[config.mk]
export PLATFORM = sky130hd
export DESIGN_NAME = seq_bringup
export DESIGN_NICKNAME = d
export VERILOG_FILES = /design/src/rtl/seq_pkg.sv /design/src/rtl/seq_rst_sync.sv /design/src/rtl/seq_timebase.sv /design/src/rtl/seq_loop_ctr.sv /design/src/rtl/seq_pc.sv /design/src/rtl/seq_bringup.sv
export SDC_FILE = /design/constraint.sdc
export NUM_CORES = 1
export LEC_CHECK = 0
export ABC_AREA = 0
export BUFFER_PORTS_ARGS = -buffer_cell sky130_fd_sc_hd__buf_2
export CORE_MARGIN = 5
export CORE_UTILIZATION = 45
export DETAILED_ROUTE_END_ITERATION = 8
export GPL_TIMING_DRIVEN = 0
export PLACE_DENSITY = 0.66
export SLEW_MARGIN = 20
export SYNTH_ARGS = -nofsm -noshare
export SYNTH_HDL_FRONTEND = slang
export SYNTH_HIERARCHICAL = 1
export SYNTH_SLANG_ARGS = --single-unit
[constraint.sdc]
create_clock -name clk -period 5.7 [get_ports clk]
set_input_delay 0.285 -clock clk [delete_from_list [all_inputs] [get_ports clk]]
set_output_delay 0.285 -clock clk [all_outputs]
set_load 0.005 [all_outputs]
[src/rtl/seq_pkg.sv]
package seq_pkg;

  localparam int OFF_W  = 4;
  localparam int TIME_W = 28;
  localparam int DATA_W = 8;
  localparam int CTRL_W = 8;
  localparam int CNT_W  = 15;
  localparam int WORD_W = OFF_W + TIME_W + DATA_W + CTRL_W;
  localparam int CNT_HI_W = CNT_W - DATA_W;

  typedef struct packed {
    logic load;
    logic vdd_n;
    logic vbat_n;
    logic res_n;
    logic dc;
    logic wr;
    logic rd;
    logic wait_spi;
  } ctrl_t;

  typedef struct packed {
    logic [OFF_W-1:0]  off;
    logic [TIME_W-1:0] t;
    logic [DATA_W-1:0] data;
    ctrl_t             ctrl;
  } word_t;

  typedef struct packed {
    logic vdd_n;
    logic vbat_n;
    logic res_n;
    logic dc;
    logic wr;
    logic rd;
  } drive_t;

  localparam drive_t DRIVE_RST = '{vdd_n: 1'b1, vbat_n: 1'b1, res_n: 1'b1,
                                   dc: 1'b0, wr: 1'b0, rd: 1'b0};

  typedef enum logic [1:0] {ST_RUN, ST_WAIT, ST_STOP} st_e;

endpackage

[src/rtl/seq_rst_sync.sv]
module seq_rst_sync #(
  parameter int STAGES = 2
) (
  input  logic clk,
  input  logic rst_n,
  output logic rst_n_sync
);
  logic [STAGES-1:0] sync_q;
  logic [STAGES-1:0] sync_d;

  always_comb sync_d = {sync_q[STAGES-2:0], 1'b1};

  always_ff @(posedge clk or negedge rst_n) begin
    if (!rst_n) sync_q <= '0;
    else        sync_q <= sync_d;
  end

  assign rst_n_sync = sync_q[STAGES-1];
endmodule

[src/rtl/seq_timebase.sv]
module seq_timebase #(
  parameter int TIME_W = 28
) (
  input  logic              clk,
  input  logic              rst_n,
  output logic [TIME_W-1:0] tick
);
  localparam logic [TIME_W-1:0] TICK_MAX = '1;

  logic [TIME_W-1:0] tick_q;
  logic [TIME_W-1:0] tick_d;
  logic              tick_en;

  always_comb begin
    tick_en = (tick_q != TICK_MAX);
    tick_d  = tick_q + TIME_W'(1);
  end

  always_ff @(posedge clk or negedge rst_n) begin
    if (!rst_n)       tick_q <= '0;
    else if (tick_en) tick_q <= tick_d;
  end

  assign tick = tick_q;


  tick_step_chk: assert property (@(posedge clk) disable iff (!rst_n)
    (tick_q != TICK_MAX) |=> (tick_q == $past(tick_q) + TIME_W'(1)));
endmodule

[src/rtl/seq_loop_ctr.sv]
module seq_loop_ctr #(
  parameter int CNT_W = 15
) (
  input  logic             clk,
  input  logic             rst_n,
  input  logic             load_en,
  input  logic [CNT_W-1:0] load_val,
  input  logic             dec_en,
  output logic             more,
  output logic             nonzero
);
  logic [CNT_W-1:0] cnt_q;
  logic [CNT_W-1:0] cnt_d;
  logic             cnt_en;

  always_comb begin
    cnt_en = load_en || dec_en;
    cnt_d  = load_en ? load_val : (cnt_q - CNT_W'(1));
  end

  always_ff @(posedge clk or negedge rst_n) begin
    if (!rst_n)      cnt_q <= '0;
    else if (cnt_en) cnt_q <= cnt_d;
  end

  assign more    = (cnt_q > CNT_W'(1));
  assign nonzero = (cnt_q != '0);


  load_capture_chk: assert property (@(posedge clk) disable iff (!rst_n)
    load_en |=> (cnt_q == $past(load_val)));


  dec_step_chk: assert property (@(posedge clk) disable iff (!rst_n)
    (dec_en && !load_en) |=> (cnt_q == $past(cnt_q) - CNT_W'(1)));


  no_underflow_chk: assert property (@(posedge clk) disable iff (!rst_n)
    (dec_en && !load_en) |-> nonzero);
endmodule

[src/rtl/seq_pc.sv]
module seq_pc #(
  parameter int ADDR_W = 8,
  parameter int OFF_W  = 4
) (
  input  logic              clk,
  input  logic              rst_n,
  input  logic              jump_en,
  input  logic [OFF_W-1:0]  off,
  input  logic              rep_more,
  output logic [ADDR_W-1:0] pc,
  output logic              back_jump,
  output logic              stop_hit
);
  logic [ADDR_W-1:0] pc_q;
  logic [ADDR_W-1:0] pc_d;
  logic [ADDR_W-1:0] off_ext;
  logic              is_back;
  logic              is_zero;

  always_comb begin
    off_ext   = {{(ADDR_W-OFF_W){off[OFF_W-1]}}, off};
    is_back   = off[OFF_W-1];
    is_zero   = (off == '0);
    back_jump = jump_en && is_back;
    stop_hit  = jump_en && is_zero;
    pc_d      = pc_q;
    if (jump_en && !is_zero) begin
      if (is_back && !rep_more) pc_d = pc_q + ADDR_W'(1);
      else                      pc_d = pc_q + off_ext;
    end
  end

  always_ff @(posedge clk or negedge rst_n) begin
    if (!rst_n)       pc_q <= '0;
    else if (jump_en) pc_q <= pc_d;
  end

  assign pc = pc_q;


  fwd_step_chk: assert property (@(posedge clk) disable iff (!rst_n)
    (jump_en && off == OFF_W'(1)) |=> (pc_q == $past(pc_q) + ADDR_W'(1)));


  fall_through_chk: assert property (@(posedge clk) disable iff (!rst_n)
    (jump_en && is_back && !rep_more) |=> (pc_q == $past(pc_q) + ADDR_W'(1)));
endmodule

[src/rtl/seq_bringup.sv]
module seq_bringup
  import seq_pkg::*;
#(
  parameter int ADDR_W = 8
) (
  input  logic              clk,
  input  logic              rst_n,
  output logic [ADDR_W-1:0] rom_addr,
  input  logic [WORD_W-1:0] rom_word,
  input  logic              spi_busy,
  output logic [DATA_W-1:0] spi_byte,
  output logic              spi_wr,
  output logic              spi_rd,
  output logic              dc_sel,
  output logic              logic_pwr_n,
  output logic              panel_pwr_n,
  output logic              panel_rst_n,
  output logic              stopped
);
  logic              rst_int_n;
  logic [TIME_W-1:0] tick;
  word_t             w;
  logic [CTRL_W-1:0] ctrl_bits;
  st_e               state_q, state_d;
  drive_t            drive_q, drive_d;
  logic [DATA_W-1:0] byte_q, byte_d;
  logic              due, exec_now, release_now, jump_en, apply;
  logic              rep_more, rep_nonzero, back_jump, stop_hit;
  logic              load_en, dec_en;
  logic [CNT_W-1:0]  load_val;
  logic [ADDR_W-1:0] pc;

  seq_rst_sync #(.STAGES(2)) u_rst (
    .clk(clk), .rst_n(rst_n), .rst_n_sync(rst_int_n));

  seq_timebase #(.TIME_W(TIME_W)) u_time (
    .clk(clk), .rst_n(rst_int_n), .tick(tick));

  always_comb begin
    w         = word_t'(rom_word);
    ctrl_bits = w.ctrl;
    due       = (tick >= w.t);
    exec_now    = (state_q == ST_RUN) && due;
    release_now = (state_q == ST_WAIT) && !spi_busy;
    jump_en     = (exec_now && !w.ctrl.wait_spi) || release_now;
    apply       = exec_now && !w.ctrl.load;
    load_en     = exec_now && w.ctrl.load;
    load_val    = {ctrl_bits[CNT_HI_W-1:0], w.data};
    dec_en      = back_jump && rep_nonzero;
  end

  seq_loop_ctr #(.CNT_W(CNT_W)) u_loop (
    .clk(clk), .rst_n(rst_int_n), .load_en(load_en), .load_val(load_val),
    .dec_en(dec_en), .more(rep_more), .nonzero(rep_nonzero));

  seq_pc #(.ADDR_W(ADDR_W), .OFF_W(OFF_W)) u_pc (
    .clk(clk), .rst_n(rst_int_n), .jump_en(jump_en), .off(w.off),
    .rep_more(rep_more), .pc(pc), .back_jump(back_jump), .stop_hit(stop_hit));

  always_comb begin
    state_d = state_q;
    if (exec_now && w.ctrl.wait_spi) state_d = ST_WAIT;
    else if (jump_en)                state_d = stop_hit ? ST_STOP : ST_RUN;
    drive_d = drive_q;
    byte_d  = byte_q;
    if (apply) begin
      drive_d = '{vdd_n: w.ctrl.vdd_n, vbat_n: w.ctrl.vbat_n, res_n: w.ctrl.res_n,
                  dc: w.ctrl.dc, wr: w.ctrl.wr, rd: w.ctrl.rd};
      byte_d  = w.data;
    end
  end

  always_ff @(posedge clk or negedge rst_int_n) begin
    if (!rst_int_n) state_q <= ST_RUN;
    else            state_q <= state_d;
  end

  always_ff @(posedge clk or negedge rst_int_n) begin
    if (!rst_int_n) begin
      drive_q <= DRIVE_RST;
      byte_q  <= '0;
    end else if (apply) begin
      drive_q <= drive_d;
      byte_q  <= byte_d;
    end
  end

  assign rom_addr    = pc;
  assign spi_byte    = byte_q;
  assign spi_wr      = drive_q.wr;
  assign spi_rd      = drive_q.rd;
  assign dc_sel      = drive_q.dc;
  assign logic_pwr_n = drive_q.vdd_n;
  assign panel_pwr_n = drive_q.vbat_n;
  assign panel_rst_n = drive_q.res_n;
  assign stopped     = (state_q == ST_STOP);


  apply_byte_chk: assert property (@(posedge clk) disable iff (!rst_int_n)
    apply |=> (spi_byte == $past(w.data) && dc_sel == $past(w.ctrl.dc)));


  early_hold_chk: assert property (@(posedge clk) disable iff (!rst_int_n)
    (state_q == ST_RUN && !due) |=> ($stable(rom_addr) && $stable(drive_q) && $stable(spi_byte)));


  stop_hold_chk: assert property (@(posedge clk) disable iff (!rst_int_n)
    stopped |=> (stopped && $stable(rom_addr) && $stable(drive_q) && $stable(spi_byte)));


  load_quiet_chk: assert property (@(posedge clk) disable iff (!rst_int_n)
    load_en |=> ($stable(drive_q) && $stable(spi_byte)));


  busy_stall_chk: assert property (@(posedge clk) disable iff (!rst_int_n)
    (state_q == ST_WAIT && spi_busy) |=> ($stable(rom_addr) && state_q == ST_WAIT));
endmodule

==> metrics.log, run 1 <==
INFO  metric status = completed
INFO  metric worst_ep_required_time = 5.98 ns
INFO  metric synth.lib_cells_used.distinct = 67
INFO  metric cts_made_buffers = 9
INFO  metric post_layout_nonfiller_instances = 668
INFO  metric detail_route.wirelength = 9540 µm
INFO  metric initial_utilization = 0.454
INFO  metric prevailing_post_synth_register_cell = sky130_fd_sc_hd__dfrtp_1
INFO  metric postLayoutCellArea = 5180 µm²
INFO  metric drt-pass1-iter-count = 5
INFO  metric cap_viol_max_count = 0
INFO  metric syn_nets = 530
INFO  metric p_seq_frac = 0.473
INFO  metric netlist.area_leader.share = 0.378
INFO  metric critical_path.max_fanout = 8
INFO  metric hold_class = input port to register
INFO  metric num_antenna_cells = 0
INFO  metric detail_route.iter0.violations = 125
INFO  metric most_frequent_cells_after_synthesis = sky130_fd_sc_hd__dfrtp_1, sky130_fd_sc_hd__inv_1, sky130_fd_sc_hd__nand2_1, sky130_fd_sc_hd__ha_1, sky130_fd_sc_hd__nor2_1
INFO  metric yosys.cell_count.top_type = sky130_fd_sc_hd__dfrtp_1
INFO  metric coreArea = 9640 µm²
INFO  metric maxSlewViolCount = 0
INFO  metric floorplan.die.width = 109 µm
INFO  metric post_route_cells_drive_above_1_share = 0.260
INFO  metric ys_seq_area_frac = 0.396
INFO  metric ys.warnings.count = 6
INFO  metric report.final.setup_viol = 0
INFO  metric cts.reportedPaths.clkPinSlew = roughly 0.080 ns
INFO  metric fin_tns_setup = 0 ns
INFO  metric timing.final.crit_share = 0.701
INFO  metric areaGrowthSynthToFinish = 18.6%
INFO  metric synth.avg_cell_area = 9.85 µm²
INFO  metric max_freq = 0.250 GHz
INFO  metric cp_cell_sequence = ha_1 > nand4_1 > nor4_2 > nand4_1 > a31oi_2 > o21ai_0 > a21oi_1 > and2_2 > and2_1 > buf_2 > or3b_1 > or4b_1 > a31oi_1
INFO  metric ir_drop = 99.5 µV
INFO  metric port_buffers = 73
INFO  metric power.switching_fraction = 0.226
INFO  metric cts.repair_timing.setup_buffer_count = 0
INFO  metric numPlacedInstances = 651
INFO  metric fill_cells = 905
INFO  metric tritoncts_num_sinks = just under 70
INFO  metric power_leakage = 2.66 nW
INFO  metric clock_insertion_delay_worst_skew = approximately 0.35 ns
INFO  metric drt_drc_violations_left = 0
INFO  metric synth_seq_cells = between 60 and 70
INFO  metric htreeDepth = 3
INFO  metric grt_antenna_before_repair = 0
INFO  metric timing.final.crit_period = 4.00 ns
INFO  metric sequential_cell_area = approximately 1700 µm²
INFO  metric startpoint_type = register
INFO  metric global_route.overflow_total = 0
INFO  metric wl_per_cell = around 14 µm
INFO  metric grt_setup_unrepaired = false
INFO  metric first_global_vias = between 3,000 and 4,000
INFO  metric setup.worst_path.end_class = register
INFO  metric multiInputGateArea = around 2400 µm²
INFO  metric design.portCount = between 70 and 80
INFO  metric drt-vias-per-instance = 5.22
INFO  metric worst-path-buf-inv = 1
INFO  metric critical-path-slowest-cell = sky130_fd_sc_hd__or4b_1
INFO  metric rows = 36
INFO  metric antenna_violating_nets_post_route = 0
INFO  metric hold-worst-slack = ~0.17 ns
INFO  metric post_synth_edffs = 0
INFO  metric post-dp-hpwl = 7340 µm
INFO  metric net-switching-power = 0.000236 W
INFO  metric netlist_area = approximately 4400 µm²
INFO  metric crit_arrival = 4.28 ns
INFO  metric netlist.top_cell.by_area = sky130_fd_sc_hd__dfrtp_1
INFO  metric fin_worst_skew = just under 0.01 ns
INFO  metric p_int = 0.000807 W
INFO  metric synthArstFlopShare = 1.00
INFO  metric worst_slew_pin_slew = 0.626 ns
INFO  metric cellPowerDensity = 201 nW/µm²
INFO  metric cell_area_after_placement = 4930 µm²
INFO  metric die_outline_height = 109 µm
INFO  metric routabilityCongestion = 0.800
INFO  metric critPathMostFrequentCell = sky130_fd_sc_hd__nand4_1
INFO  metric final_net_count = 616
INFO  metric post_synth_inst_count = 444
INFO  metric first_pass_grt_wire_length = 16,000 µm
INFO  metric critical-path-max-stage-delay = 0.53 ns
INFO  metric crit_family = simple AND/OR/NAND/NOR gates
INFO  metric grt_max_degree = 40
INFO  metric buffer_type_at_the_clock_tree_root = sky130_fd_sc_hd__clkbuf_8
INFO  metric share_comb_of_total_power = 0.049
INFO  metric worst-setup-path-type = register to register
INFO  metric dr_total_vias = 3,486
INFO  metric cts_tree = built
INFO  metric netlist_top_cells_area = sky130_fd_sc_hd__dfrtp_1, sky130_fd_sc_hd__ha_1, sky130_fd_sc_hd__xnor2_1
INFO  metric grt_use_total = 0.172
INFO  metric cts-root-to-sink-buffers = 2
INFO  metric timing_hold_violations_final = 0
INFO  metric cts-resized-gates = 0
INFO  metric clock_power_share = 0.478
INFO  metric timing.max_slew.rel_slack = 0.577
INFO  metric fp.dieArea = 11,800 µm²
==> layout make-up <==
type                    instances  area share
repair buffers                 75      0.0763
inverters                      42      0.0304
clock inverters                 7      0.0237
flip-flops and latches         69       0.335
plain buffers                  13      0.0176
multi-input cells             320       0.462
well taps                     133      0.0321
clock buffers                   9      0.0239
==> through the flow <==
stage,setup WS [ns],util,total power (W)
4_1_cts,1.67,0.538,0.00106
3_3_place_gp,1.74,0.509,0.000552
3_5_place_dp,1.71,0.511,0.000556
5_1_grt,1.45,0.538,0.00109
6_report,1.70,0.538,0.00104
2_1_floorplan,2.26,-,0.000526
==> final timing paths <==
kind                                              from                      endpoint  slack (ns)  cells after the start
hold reg to reg              u_rst/sync_q[1]$_DFF_PN0_  u_loop/cnt_q[14]$_DFFE_PN0P_        0.25                      0
setup reg to reg           u_time/tick[26]$_DFFE_PN0P_   u_loop/cnt_q[5]$_DFFE_PN0P_        1.70                     13
setup / recovery           u_time/tick[26]$_DFFE_PN0P_   u_loop/cnt_q[5]$_DFFE_PN0P_        1.70                     13
hold / removal                             rom_word[4]  u_loop/cnt_q[12]$_DFFE_PN0P_        0.17                      3
max in group asynchronous    u_rst/sync_q[1]$_DFF_PN0_       panel_rst_n$_DFFE_PN1P_        4.85                      1
min in group asynchronous    u_rst/sync_q[1]$_DFF_PN0_  u_loop/cnt_q[14]$_DFFE_PN0P_        0.25                      0
==> cells by family (layout without fill, tap and decap cells) <==
kind of cell,count (synthesis),in the layout,share of synthesized area
AO/OA/AOI/OAI,64,64,0.104
XOR/XNOR,33,33,0.0661
adder cells (fa/ha/maj),35,35,0.102
buffers and inverters,55,146,0.0570
flip-flops,69,69,0.396
multiplexers,21,21,0.0621
other,1,1,0.000858
AND/OR/NAND/NOR,166,166,0.212
==> sequential cells by signal, summed over array words and instances (netlist names) <==
| signal | flops |
|---|---|
| u_rst/sync_q | 2 |
| spi_byte | 8 |
| u_time/tick | 28 |
| logic_pwr_n | 1 |
| state_q | 2 |
| u_pc/pc | 8 |
| panel_rst_n | 1 |
| dc_sel | 1 |
| spi_rd | 1 |
| spi_wr | 1 |
| panel_pwr_n | 1 |
| u_loop/cnt_q | 15 |
==> placed cells by master, fill, tap and decap left out, types with 3 or more instances in the layout <==
master,Yosys,final
sky130_fd_sc_hd__o21ai_1,6,6
sky130_fd_sc_hd__a221o_1,4,4
sky130_fd_sc_hd__nand2b_1,5,5
sky130_fd_sc_hd__buf_6,3,3
sky130_fd_sc_hd__nand2_1,36,36
sky130_fd_sc_hd__o21ai_0,12,12
sky130_fd_sc_hd__mux2_2,9,9
sky130_fd_sc_hd__clkbuf_1,6,6
sky130_fd_sc_hd__a21o_1,5,5
sky130_fd_sc_hd__and2_1,4,4
sky130_fd_sc_hd__nor3_1,6,6
sky130_fd_sc_hd__xor2_1,11,11
sky130_fd_sc_hd__inv_1,42,42
sky130_fd_sc_hd__and3_1,10,10
sky130_fd_sc_hd__a31oi_1,6,6
sky130_fd_sc_hd__nor4_1,10,10
sky130_fd_sc_hd__nor2_1,28,28
sky130_fd_sc_hd__xnor2_1,22,22
sky130_fd_sc_hd__or3_1,4,4
sky130_fd_sc_hd__nor4_2,3,3
sky130_fd_sc_hd__clkbuf_8,0,9
sky130_fd_sc_hd__dfrtp_1,66,65
sky130_fd_sc_hd__ha_1,34,34
sky130_fd_sc_hd__nand4_1,13,13
sky130_fd_sc_hd__buf_2,3,76
sky130_fd_sc_hd__nand3_1,17,17
sky130_fd_sc_hd__o41ai_1,3,3
sky130_fd_sc_hd__mux2_4,10,10
sky130_fd_sc_hd__dfstp_2,3,3
sky130_fd_sc_hd__or4_1,6,6
sky130_fd_sc_hd__nor2b_1,3,3
sky130_fd_sc_hd__bufinv_16,0,3
sky130_fd_sc_hd__a21oi_1,12,12
==> routing by layer <==
layer / GRT usage / part of all wire / vias to the layer above / wire length (µm)
met3: 0.0466 / 0.044 / 8 / 424
li1: - / - / 1754 / -
met5: 0 / 0 / - / 0
met4: 0.0406 / 0.010 / 0 / 95
met2: 0.281 / 0.49 / 62 / 4630
met1: 0.226 / 0.46 / 1662 / 4380
==> worst reg2reg max path: stages (launching register included) <==
cell                      delay [ns]
sky130_fd_sc_hd__dfrtp_1        0.43
sky130_fd_sc_hd__ha_1           0.31
sky130_fd_sc_hd__nand4_1        0.20
sky130_fd_sc_hd__nor4_2         0.47
sky130_fd_sc_hd__nand4_1        0.18
sky130_fd_sc_hd__a31oi_2        0.35
sky130_fd_sc_hd__o21ai_0        0.16
sky130_fd_sc_hd__a21oi_1        0.22
sky130_fd_sc_hd__and2_2         0.17
sky130_fd_sc_hd__and2_1         0.11
sky130_fd_sc_hd__buf_2          0.16
sky130_fd_sc_hd__or3b_1         0.45
sky130_fd_sc_hd__or4b_1         0.53
sky130_fd_sc_hd__a31oi_1        0.17
==> power groups by stage <==
stage,clock [W],combinational (W),sequential [W]
after floorplan,0,0.0000200,0.000506
after global placement,0,0.0000425,0.000509
after detailed placement,0,0.0000520,0.000504
after CTS,0.000511,0.0000527,0.000495
after global routing,0.000532,0.0000598,0.000495
final,0.000498,0.0000512,0.000494
==> what timing repair did <==
action / 4_1_cts / 5_1_grt
setup endpoints to repair: 0 / 0
hold endpoints to repair: 2 / 0
hold buffers: 1 / 0
Note: power is estimated with default switching activity, not from simulation.
==> run 2: changes to the inputs <==
- clock period: 5.7 -> 4.18 ns (I/O delays scaled with it)
==> metrics.log, run 2 (synthesis results as in run 1) <==
INFO  metric mostFrequentLayoutCell = sky130_fd_sc_hd__buf_2 (unchanged)
INFO  metric coreArea = 9640 µm² (unchanged)
INFO  metric cts-root-to-sink-buffers = 2 (unchanged)
INFO  metric grt_use_total = 0.172 (unchanged)
INFO  metric die_outline_height = 109 µm (unchanged)
INFO  metric fp.dieArea = 11,800 µm² (unchanged)
INFO  metric buffer_type_at_the_clock_tree_root = sky130_fd_sc_hd__clkbuf_8 (unchanged)
INFO  metric startpoint_type = register (unchanged)
INFO  metric timing.final.crit_period = 3.89 ns (was 4.00 ns)
INFO  metric cell_area_after_placement = 4930 µm² (unchanged)
INFO  metric initial_utilization = 0.454 (unchanged)
INFO  metric fill_cells = 900 (was 905)
INFO  metric wl_per_cell = 14.3 µm (about the same)
INFO  metric design.portCount = 74 (unchanged)
INFO  metric rows = 36 (unchanged)
INFO  metric mostFrequentLayoutCells = sky130_fd_sc_hd__buf_2, sky130_fd_sc_hd__dfrtp_1, sky130_fd_sc_hd__inv_1 (unchanged)
INFO  metric grt_antenna_before_repair = 0 (unchanged)
INFO  metric antenna_violating_nets_post_route = 0 (unchanged)
INFO  metric post-route-util = 0.540 (was 0.538)
INFO  metric final_net_count = 616 (unchanged)
INFO  metric detail_route.wirelength = 9540 µm (about the same)
INFO  metric global_route.overflow_total = 0 (unchanged)
INFO  metric timing.max_slew.rel_slack = 0.577 (unchanged)
INFO  metric worst_slew_pin_slew = 0.626 ns (about the same)
INFO  metric first_pass_grt_wire_length = 16,000 µm (unchanged)
INFO  metric cts.repair_timing.setup_buffer_count = 0 (unchanged)
INFO  metric cap_viol_max_count = 0 (unchanged)
INFO  metric final_critical_path_setup_slack = 0.287 ns (was 1.70 ns)
INFO  metric timing_hold_violations_final = 0 (unchanged)
INFO  metric multiInputGateArea = 2410 µm² (was 2390 µm²)
INFO  metric grt_setup_unrepaired = false (unchanged)
INFO  metric timing.final.crit_share = 0.931 (was 0.701)
INFO  metric clock_insertion_delay_worst_skew = 0.35 ns (about the same)
INFO  metric preCtsSetupSlack = 0.187 ns (was 1.71 ns)
INFO  metric worst-r2r-cell-count = 13 (unchanged)
INFO  metric drt-vias-per-instance = 5.21 (was 5.22)
INFO  metric dr_total_vias = 3,480 (was 3,486)
INFO  metric drt_drc_violations_left = 0 (unchanged)
INFO  metric tritoncts_num_sinks = 69 (unchanged)
INFO  metric worst_ep_required_time = 4.46 ns (was 5.98 ns)
INFO  metric cts_made_buffers = 9 (unchanged)
INFO  metric routabilityCongestion = 0.800 (unchanged)
INFO  metric floorplan.die.width = 109 µm (unchanged)
INFO  metric drt-pass1-iter-count = 4 (was 5)
INFO  metric htreeDepth = 3 (unchanged)
INFO  metric report.final.setup_viol = 0 (unchanged)
INFO  metric port_buffers = 73 (unchanged)
INFO  metric post-dp-hpwl = 7340 µm (unchanged)
INFO  metric max_freq = 0.257 GHz (was 0.250 GHz)
INFO  metric crit_arrival = 4.17 ns (was 4.28 ns)
INFO  metric sequential_cell_area = 1730 µm² (unchanged)
INFO  metric flip_flop_count_of_the_largest_register_after_layout = 28 (unchanged)
INFO  metric grt_max_degree = 40 (unchanged)
INFO  metric fin_tns_setup = 0 ns (unchanged)
INFO  metric hold-worst-slack = 0.0983 ns (was 0.173 ns)
INFO  metric num_antenna_cells = 0 (unchanged)
INFO  metric detail_route.iter0.violations = 128 (was 125)
INFO  metric critical_path.max_fanout = 8 (unchanged)
INFO  metric cts.reportedPaths.clkPinSlew = 0.08 ns (about the same)
INFO  metric hold_class = input port to register (unchanged)
INFO  metric postLayoutCellArea = 5200 µm² (was 5180 µm²)
INFO  metric post_route_cells_drive_above_1_share = 0.260 (unchanged)
INFO  metric first_global_vias = 3,384 (unchanged)
INFO  metric fin_worst_skew = 0.00917 ns (was 0.00981 ns)
INFO  metric cellPowerDensity = 274 nW/µm² (was 201 nW/µm²)
INFO  metric ir_drop = 135 µV (was 99.5 µV)
INFO  metric power_leakage = 2.67 nW (was 2.66 nW)
INFO  metric maxSlewViolCount = 0 (unchanged)
INFO  metric setup.worst_path.end_class = register (unchanged)
INFO  metric worst-setup-path-type = register to register (unchanged)
INFO  metric status = completed (unchanged)
INFO  metric timing.hold.worst_path_depth = 3 (unchanged)
INFO  metric areaGrowthSynthToFinish = 19.0% (was 18.6%)
INFO  metric cts_tree = built (unchanged)
## run 2: cell counts in the layout (fill, tap and decap cells not counted)
No cell type changed its count.
## run 2: area by class of cell
class / instances / share of cell area
repair buffers: 75 / 0.0760
inverters: 42 / 0.0303
well taps: 133 / 0.0320
plain buffers: 13 / 0.0176
multi-input cells: 320 / 0.463
clock buffers: 9 / 0.0238
clock inverters: 7 / 0.0236
flip-flops and latches: 69 / 0.333
## run 2: worst paths after layout
path | start | endpoint | slack, ns
min | rom_word[4] | u_loop/cnt_q[12]$_DFFE_PN0P_ | 0.1
max reg2reg | u_time/tick[26]$_DFFE_PN0P_ | u_loop/cnt_q[5]$_DFFE_PN0P_ | 0.29
max in group asynchronous | u_rst/sync_q[1]$_DFF_PN0_ | panel_rst_n$_DFFE_PN1P_ | 3.33
min reg2reg | u_rst/sync_q[1]$_DFF_PN0_ | u_loop/cnt_q[14]$_DFFE_PN0P_ | 0.25
max | u_time/tick[26]$_DFFE_PN0P_ | u_loop/cnt_q[5]$_DFFE_PN0P_ | 0.29
min in group asynchronous | rst_n | u_rst/sync_q[1]$_DFF_PN0_ | 0.20
## run 2: through the flow
stage	instances	power, W
2_1_floorplan	444	0.000718
3_3_place_gp	650	0.000753
3_5_place_dp	651	0.000759
4_1_cts	668	0.00144
5_1_grt	668	0.00148
6_report	668	0.00142
## run 2: repair_timing
action / 4_1_cts / 5_1_grt
hold buffers: 1 / 0
endpoints found under the setup margin: 0 / 6
resized for setup: 0 / 2
endpoints found under the hold margin: 2 / 0
## run 2: layer usage
| layer | routed length (µm) | vias to the layer above | share of wire | global-route usage |
|---|---|---|---|---|
| met5 | 0 | - | 0 | 0 |
| met2 | 4650 | 60 | 0.49 | 0.281 |
| met3 | 441 | 9 | 0.046 | 0.0466 |
| met1 | 4350 | 1658 | 0.46 | 0.226 |
| li1 | - | 1753 | - | - |
| met4 | 101 | 0 | 0.011 | 0.0406 |
## run 2: where the power goes
part / switching, W / leakage (nW) / internal [W] / total [W]
Sequential: 0.00000566 / 0.928 / 0.000668 / 0.000674
Combinational: 0.0000371 / 1.63 / 0.0000334 / 0.0000705
Clock: 0.000280 / 0.116 / 0.000399 / 0.000679
Total: 0.000323 / 2.67 / 0.00110 / 0.00142
## run 2: critical path, cell delays in order (launching register included)
cell,delay (ns)
sky130_fd_sc_hd__dfrtp_1,0.43
sky130_fd_sc_hd__ha_1,0.31
sky130_fd_sc_hd__nand4_1,0.24
sky130_fd_sc_hd__nor4_4,0.43
sky130_fd_sc_hd__nand4_1,0.21
sky130_fd_sc_hd__a31oi_4,0.27
sky130_fd_sc_hd__o21ai_0,0.14
sky130_fd_sc_hd__a21oi_1,0.21
sky130_fd_sc_hd__and2_2,0.17
sky130_fd_sc_hd__and2_1,0.11
sky130_fd_sc_hd__buf_2,0.16
sky130_fd_sc_hd__or3b_1,0.44
sky130_fd_sc_hd__or4b_1,0.53
sky130_fd_sc_hd__a31oi_1,0.17
